<file path="config.mk">
export PLATFORM = sky130hd
export DESIGN_NAME = tx_desc_fetcher
export DESIGN_NICKNAME = d
export VERILOG_FILES = /design/src/rtl/tx_desc_pkg.sv /design/src/rtl/tx_ring_ptr.sv /design/src/rtl/tx_desc_wb_fmt.sv /design/src/rtl/tx_desc_ctrl.sv /design/src/rtl/tx_desc_fetcher.sv
export SDC_FILE = /design/constraint.sdc
export NUM_CORES = 1
export LEC_CHECK = 0
export CAP_MARGIN = 0
export CORE_ASPECT_RATIO = 0.7
export CORE_MARGIN = 1.5
export CORE_UTILIZATION = 35
export CTS_CLUSTER_SIZE = 28
export DETAILED_ROUTE_END_ITERATION = 12
export PLACE_DENSITY = 0.65
export SLEW_MARGIN = 30
export SYNTH_ARGS = -nofsm -noshare
export SYNTH_HDL_FRONTEND = slang
export SYNTH_SLANG_ARGS = --single-unit
</file>
<file path="constraint.sdc">
create_clock -name clk_i -period 2.38 [get_ports clk_i]
set_clock_uncertainty 0.15 [all_clocks]
set_input_delay 0.238 -clock clk_i [delete_from_list [all_inputs] [get_ports clk_i]]
set_output_delay 0.238 -clock clk_i [all_outputs]
set_load 0.02 [all_outputs]
</file>
<file path="src/rtl/tx_desc_pkg.sv">
package tx_desc_pkg;
  localparam int unsigned CW       = 64;
  localparam int unsigned LEN_W    = 11;
  localparam int unsigned LEN_LSB  = 32;
  localparam int unsigned B_OWN    = 31;
  localparam int unsigned B_EOR    = 63;
  localparam int unsigned B_DIRQ   = 62;
  localparam int unsigned B_FIRQ   = 61;
  localparam int unsigned B_FIRST  = 60;
  localparam int unsigned B_LAST   = 59;
  localparam int unsigned COL_W    = 2;
  localparam int unsigned DESC_B   = 16;

  typedef enum logic [2:0] {
    ST_IDLE, ST_FETCH, ST_CHECK, ST_SEG, ST_WIRE, ST_WBACK
  } fetch_state_e;
endpackage

</file>
<file path="src/rtl/tx_ring_ptr.sv">
module tx_ring_ptr #(
  parameter int unsigned AW     = 16,
  parameter int unsigned STRIDE = 16
) (
  input  logic          clk_i,
  input  logic          rst_ni,
  input  logic          dma_en_i,
  input  logic          base_wr_i,
  input  logic [AW-1:0] base_addr_i,
  input  logic          advance_i,
  input  logic          wrap_i,
  output logic [AW-1:0] ptr_o
);
  localparam int unsigned ALIGN = $clog2(STRIDE);
  localparam logic [AW-1:0] ALIGN_MASK = ~AW'((1 << ALIGN) - 1);
  localparam logic [AW-1:0] STEP = AW'(STRIDE);

  logic [AW-1:0] base_q, ptr_q, base_new;

  assign base_new = base_addr_i & ALIGN_MASK;
  assign ptr_o    = ptr_q;

  always_ff @(posedge clk_i or negedge rst_ni) begin
    if (!rst_ni) begin
      base_q <= '0;
      ptr_q  <= '0;
    end else begin
      if (base_wr_i) base_q <= base_new;
      if (base_wr_i)      ptr_q <= base_new;
      else if (!dma_en_i) ptr_q <= base_q;
      else if (advance_i) ptr_q <= wrap_i ? base_q : ptr_q + STEP;
    end
  end

  p_step_r9: assert property (@(posedge clk_i) disable iff (!rst_ni)
    advance_i && !wrap_i && dma_en_i && !base_wr_i |=> ptr_q == $past(ptr_q) + STEP);
  p_wrap_r9: assert property (@(posedge clk_i) disable iff (!rst_ni)
    advance_i && wrap_i && dma_en_i && !base_wr_i |=> ptr_q == $past(base_q));
  p_base_wins_r10: assert property (@(posedge clk_i) disable iff (!rst_ni)
    base_wr_i |=> ptr_q == ($past(base_addr_i) & ALIGN_MASK));
  p_disable_rewind_r11: assert property (@(posedge clk_i) disable iff (!rst_ni)
    !dma_en_i && !base_wr_i |=> ptr_q == base_q);
endmodule

</file>
<file path="src/rtl/tx_desc_wb_fmt.sv">
module tx_desc_wb_fmt
  import tx_desc_pkg::*;
(
  input  logic [CW-1:0]    desc_i,
  input  logic [COL_W-1:0] col_i,
  output logic [CW-1:0]    word_o
);
  always_comb begin
    word_o = desc_i;
    word_o[B_OWN] = 1'b0;
    word_o[COL_W-1:0] = col_i;
  end
endmodule

</file>
<file path="src/rtl/tx_desc_ctrl.sv">
module tx_desc_ctrl
  import tx_desc_pkg::*;
#(
  parameter int unsigned AW = 16
) (
  input  logic             clk_i,
  input  logic             rst_ni,
  input  logic             dma_en_i,
  input  logic             poll_i,
  input  logic [AW-1:0]    ptr_i,
  input  logic [CW-1:0]    rdata_i,
  input  logic             seg_ready_i,
  input  logic             tx_done_i,
  input  logic [COL_W-1:0] tx_col_i,
  output logic             rd_o,
  output logic             wr_o,
  output logic [AW-1:0]    addr_o,
  output logic [CW-1:0]    desc_o,
  output logic [COL_W-1:0] col_o,
  output logic             seg_valid_o,
  output logic             advance_o,
  output logic             evt_fifo_o,
  output logic             evt_done_o,
  output logic             evt_nobuf_o
);
  fetch_state_e state_q;
  logic [CW-1:0]    desc_q;
  logic [COL_W-1:0] col_q;
  logic [AW-1:0]    daddr_q;
  logic fifo_q, done_q, nobuf_q;

  assign rd_o        = state_q == ST_FETCH;
  assign wr_o        = state_q == ST_WBACK;
  assign addr_o      = (state_q == ST_WBACK) ? daddr_q : ptr_i;
  assign desc_o      = desc_q;
  assign col_o       = col_q;
  assign seg_valid_o = state_q == ST_SEG;
  assign advance_o   = state_q == ST_WBACK;
  assign evt_fifo_o  = fifo_q;
  assign evt_done_o  = done_q;
  assign evt_nobuf_o = nobuf_q;

  always_ff @(posedge clk_i or negedge rst_ni) begin
    if (!rst_ni) begin
      state_q <= ST_IDLE;
      desc_q  <= '0;
      col_q   <= '0;
      daddr_q <= '0;
      fifo_q  <= 1'b0;
      done_q  <= 1'b0;
      nobuf_q <= 1'b0;
    end else begin
      fifo_q  <= 1'b0;
      done_q  <= 1'b0;
      nobuf_q <= 1'b0;
      if (!dma_en_i) begin
        state_q <= ST_IDLE;
      end else begin
        unique case (state_q)
          ST_IDLE:  if (poll_i) state_q <= ST_FETCH;
          ST_FETCH: begin
            daddr_q <= ptr_i;
            state_q <= ST_CHECK;
          end
          ST_CHECK: begin
            desc_q <= rdata_i;
            col_q  <= '0;
            if (rdata_i[B_OWN]) state_q <= ST_SEG;
            else begin
              nobuf_q <= 1'b1;
              state_q <= ST_IDLE;
            end
          end
          ST_SEG: if (seg_ready_i) begin
            fifo_q  <= desc_q[B_FIRQ];
            state_q <= desc_q[B_LAST] ? ST_WIRE : ST_WBACK;
          end
          ST_WIRE: if (tx_done_i) begin
            col_q   <= tx_col_i;
            state_q <= ST_WBACK;
          end
          ST_WBACK: begin
            done_q  <= desc_q[B_DIRQ] & desc_q[B_LAST];
            state_q <= ST_FETCH;
          end
          default: state_q <= ST_IDLE;
        endcase
      end
    end
  end

  p_nobuf_idle_r3: assert property (@(posedge clk_i) disable iff (!rst_ni)
    nobuf_q |-> state_q == ST_IDLE);
  p_seg_hold_r4: assert property (@(posedge clk_i) disable iff (!rst_ni)
    seg_valid_o && !seg_ready_i && dma_en_i |=> seg_valid_o && $stable(desc_q));
  p_wire_wait_r6: assert property (@(posedge clk_i) disable iff (!rst_ni)
    state_q == ST_WIRE && !tx_done_i && dma_en_i |=> state_q == ST_WIRE);
  p_refetch_r9: assert property (@(posedge clk_i) disable iff (!rst_ni)
    wr_o && dma_en_i |=> rd_o);
  p_evt_excl_r8: assert property (@(posedge clk_i) disable iff (!rst_ni)
    $onehot0({fifo_q, done_q, nobuf_q}));
endmodule

</file>
<file path="src/rtl/tx_desc_fetcher.sv">
module tx_desc_fetcher
  import tx_desc_pkg::*;
#(
  parameter int unsigned AW = 16,
  parameter int unsigned LW = LEN_W
) (
  input  logic          clk_i,
  input  logic          rst_ni,
  input  logic          dma_en_i,
  input  logic          base_wr_i,
  input  logic [AW-1:0] base_addr_i,
  input  logic          poll_demand_i,
  input  logic          poll_tick_i,
  output logic          mem_req_o,
  output logic          mem_we_o,
  output logic [AW-1:0] mem_addr_o,
  output logic [63:0]   mem_wdata_o,
  input  logic [63:0]   mem_rdata_i,
  output logic          seg_valid_o,
  output logic [LW-1:0] seg_len_o,
  output logic          seg_first_o,
  output logic          seg_last_o,
  input  logic          seg_ready_i,
  input  logic          tx_done_i,
  input  logic [1:0]    tx_col_i,
  output logic          evt_fifo_o,
  output logic          evt_done_o,
  output logic          evt_nobuf_o
);
  logic [AW-1:0]    ptr;
  logic [CW-1:0]    desc;
  logic [COL_W-1:0] col;
  logic rd, wr, advance;

  tx_ring_ptr #(.AW(AW), .STRIDE(DESC_B)) u_ptr (
    .clk_i, .rst_ni, .dma_en_i, .base_wr_i, .base_addr_i,
    .advance_i(advance), .wrap_i(desc[B_EOR]), .ptr_o(ptr)
  );

  tx_desc_ctrl #(.AW(AW)) u_ctrl (
    .clk_i, .rst_ni, .dma_en_i,
    .poll_i(poll_demand_i | poll_tick_i),
    .ptr_i(ptr), .rdata_i(mem_rdata_i),
    .seg_ready_i, .tx_done_i, .tx_col_i,
    .rd_o(rd), .wr_o(wr), .addr_o(mem_addr_o),
    .desc_o(desc), .col_o(col), .seg_valid_o,
    .advance_o(advance), .evt_fifo_o, .evt_done_o, .evt_nobuf_o
  );

  tx_desc_wb_fmt u_fmt (.desc_i(desc), .col_i(col), .word_o(mem_wdata_o));

  assign mem_req_o   = rd | wr;
  assign mem_we_o    = wr;
  assign seg_len_o   = desc[LEN_LSB +: LW];
  assign seg_first_o = desc[B_FIRST];
  assign seg_last_o  = desc[B_LAST];

  p_wb_release_r7: assert property (@(posedge clk_i) disable iff (!rst_ni)
    mem_req_o && mem_we_o |-> !mem_wdata_o[B_OWN]);
  p_no_idle_access_r1: assert property (@(posedge clk_i) disable iff (!rst_ni)
    !dma_en_i |=> !mem_req_o && !seg_valid_o);
endmodule

</file>
==> run metrics <==
setup violators final 0; commonest non-fill, non-tap cells in the layout 174 x clkdlybuf4s50_1, 103 x dfrtp_1, 61 x mux2_2; CP Buf/Inv Count 3; die span in x 143 um; Core Region 13300 sq um; number of synthesized flops with an enable pin 0; Final #Nets 662; Area Overhead vs Synth 45.5%; initial core utilization 0.361; Cells after Synth 405; initial antenna violation count 0; share of cells above drive strength 1 0.170; Post-synth top flop dfrtp_1; Fin. Hold Viols 0; ys async rst share 1.00; Worst EP required 1990 ps; VDD IR max 0.000614 V; fin area 6980 sq um; first-pass GRT wire length 19500 um; Clock Tree Root clkbuf_16; Max Slew Vio Count 0; crit-path max cell delay 610 ps; Mean Syn Cell Area 11.8 sq um; I/O pin total 189; count of different cell masters after synthesis 50; Fmax 440 MHz; Worst Hold Class input pin to async pin; Vias/cell 4.76; outcome complete, no violations; crit path DAT 1890 ps; GRT Residual Overflow 0; worst-path maximum fanout 13; clk slew on worst S/H paths 70 ps; GRT Util Overall 0.176; most used cell, CP nand2_1; slowest library cell on the worst path clkdlybuf4s50_1; leading area contributor after synthesis dfrtp_1; Placement Rows 35; Die Y 101 um; Final Util 0.526; drt wl/cell 16.0 um; CTS buffer count 9; gpl congestion 0.809; part of the Yosys area used for sequential elements 0.548; crit path time final 2270 ps; via count 3621; Ys Warns 0; most common cell after layout, fill and taps aside clkdlybuf4s50_1; max cap viols 0; P_leak 2.98 nW; total die area 14400 sq um; Clock Path Buffers 2; CTS tree yes; PD cells 1080 nW/um^2; Detailed Route Iter0 Violations 164; vias in the first global route 3804; fin crit share 0.955; DRT Pass-1 Iters 4; CP cell instances nand3b_4, inv_1, buf_12, nand2_1, nand2_1, clkdlybuf4s50_1; DRC errors left 0; unrepaired setup endpoints after global routing no; number of setup buffers added after CTS 0; crit path capture type primary output; share of the synthesized area in the top cell type 0.548; clk sinks 105; Top delay family on crit path buffers and inverters; ant diodes 0; dpl cell area 6680 sq um; synth top area cells dfrtp_1 55%, mux2_2 14%, mux2_1 4.2%, nand2_1 4.2%, buf_4 3.3%; Synth Register Bits 105; Port Buffers 177; WL final 12100 um; Startpoint Class flip-flop; post-route ant nets 0; worst hold slack 188 ps; Detail Placement HPWL 9130 um; synthesized cell area 4790 sq um; largest net degree at the start of global routing 61; worst-skew pair later-pin latency 340 ps; setup TNS 0 ps; Crit Path Class flip-flop to primary output; H-tree levels 3
-- worst paths after layout --
| path | start | to | slack (ps) | depth (start not counted) |
|---|---|---|---|---|
| hold / removal | rst_ni | u_ptr.ptr_o[11] | 190 | 2 |
| min in group clk_i | base_addr_i[4] | u_ptr.base_q[4] | 330 | 3 |
| setup reg to reg | u_ptr.ptr_o[4] | u_ptr.ptr_o[14] | 520 | 5 |
| hold reg to reg | u_ctrl.desc_o[27] | u_ctrl.desc_o[27] | 340 | 1 |
| setup / recovery | u_ctrl.state_q[2] | mem_addr_o[15] | 110 | 6 |
| max in group asynchronous | rst_ni | u_ctrl.desc_o[39] | 1270 | 3 |
-- where the power goes --
| group | internal, W | total (W) | switching [W] | leakage, nW |
|---|---|---|---|---|
| clock network | 0.000728 | 0.00141 | 0.000684 | 0.139 |
| logic | 0.00174 | 0.00327 | 0.00153 | 1.58 |
| registers | 0.00243 | 0.00287 | 0.000435 | 1.26 |
| total | 0.00490 | 0.00755 | 0.00265 | 2.98 |
-- worst reg2reg max path, stage by stage, from the launching register on --
cell	delay [ps]
dfrtp_1	500
ha_1	350
nand3_1	130
or3b_1	360
a31oi_1	170
o21a_1	130
-- through the flow --
step           worst slack, ps  total power (W)  std cells
2_1_floorplan              544          0.00460        409
3_3_place_gp               253          0.00613        744
3_5_place_dp               219          0.00620        744
4_1_cts                   8.93          0.00766        761
5_1_grt                   5.37          0.00798        761
6_report                   107          0.00755        761
-- routing by layer --
metal  GRT usage  share of wire  vias to the layer above
met5           0              0                        -
met4      0.0404         0.0081                        0
met3      0.0803           0.10                       10
met2       0.289           0.47                      121
met1       0.212           0.41                     1778
li1            -              -                     1712
-- registers in the layout (all words and copies together), names as in the netlist --
name	count
u_ctrl.desc_o	61
u_ctrl.daddr_q	12
u_ptr.base_q	12
u_ptr.ptr_o	12
u_ctrl.state_q	3
u_ctrl.col_o	2
u_ctrl.evt_done_o	1
u_ctrl.evt_fifo_o	1
u_ctrl.evt_nobuf_o	1
-- synth_stat cells (2+ instances only) --
cell type / n
o22ai_1: 2
xnor2_1: 2
o211ai_1: 3
o21ai_0: 19
inv_1: 11
mux2i_1: 3
nor3_1: 6
buf_6: 7
nand4_1: 3
nand2_1: 54
nor2b_1: 3
a21oi_1: 4
nor2_1: 14
a31oi_1: 3
and3_1: 6
a22oi_1: 4
mux2_1: 18
buf_2: 7
o311ai_0: 2
buf_4: 21
nand3b_1: 3
and3b_1: 2
mux2_2: 61
nor4_1: 2
nand2b_1: 4
dfrtp_1: 105
clkbuf_1: 7
a211o_1: 2
nand3_1: 6
-- layout make-up --
cell class                 instances  area, sq um
clock buffer                      10          229
clock inverter                     6         51.3
fill                            1178         6290
inverter                          11         41.3
multi-input combinational        251         1840
sequential                       105         2630
tap                              185          231
timing repair buffer             193         1950
-- cell families (layout without fill, tap and decap cells) --
logic type                 Yosys count  after routing  share of synthesized area
AOI/OAI and AO/OA                   49             49                     0.0668
other                                1              5                   0.000782
and+or+nand+nor                    111            111                      0.114
xor gates and xnor gates             3              3                    0.00548
DFF                                105            105                      0.548
buffers and inverters               53            220                     0.0707
muxes                               82             82                      0.192
adders and majority gates            1              1                    0.00261
-- timing repair --
item | 4_1_cts | 5_1_grt
pin swaps | 0 | 0
gates resized for setup | 1 | 4
setup endpoints to repair | 4 | 12
hold endpoints to repair | 22 | 0
hold buffers | 1 | 0
(Power assumes the default switching activity.)
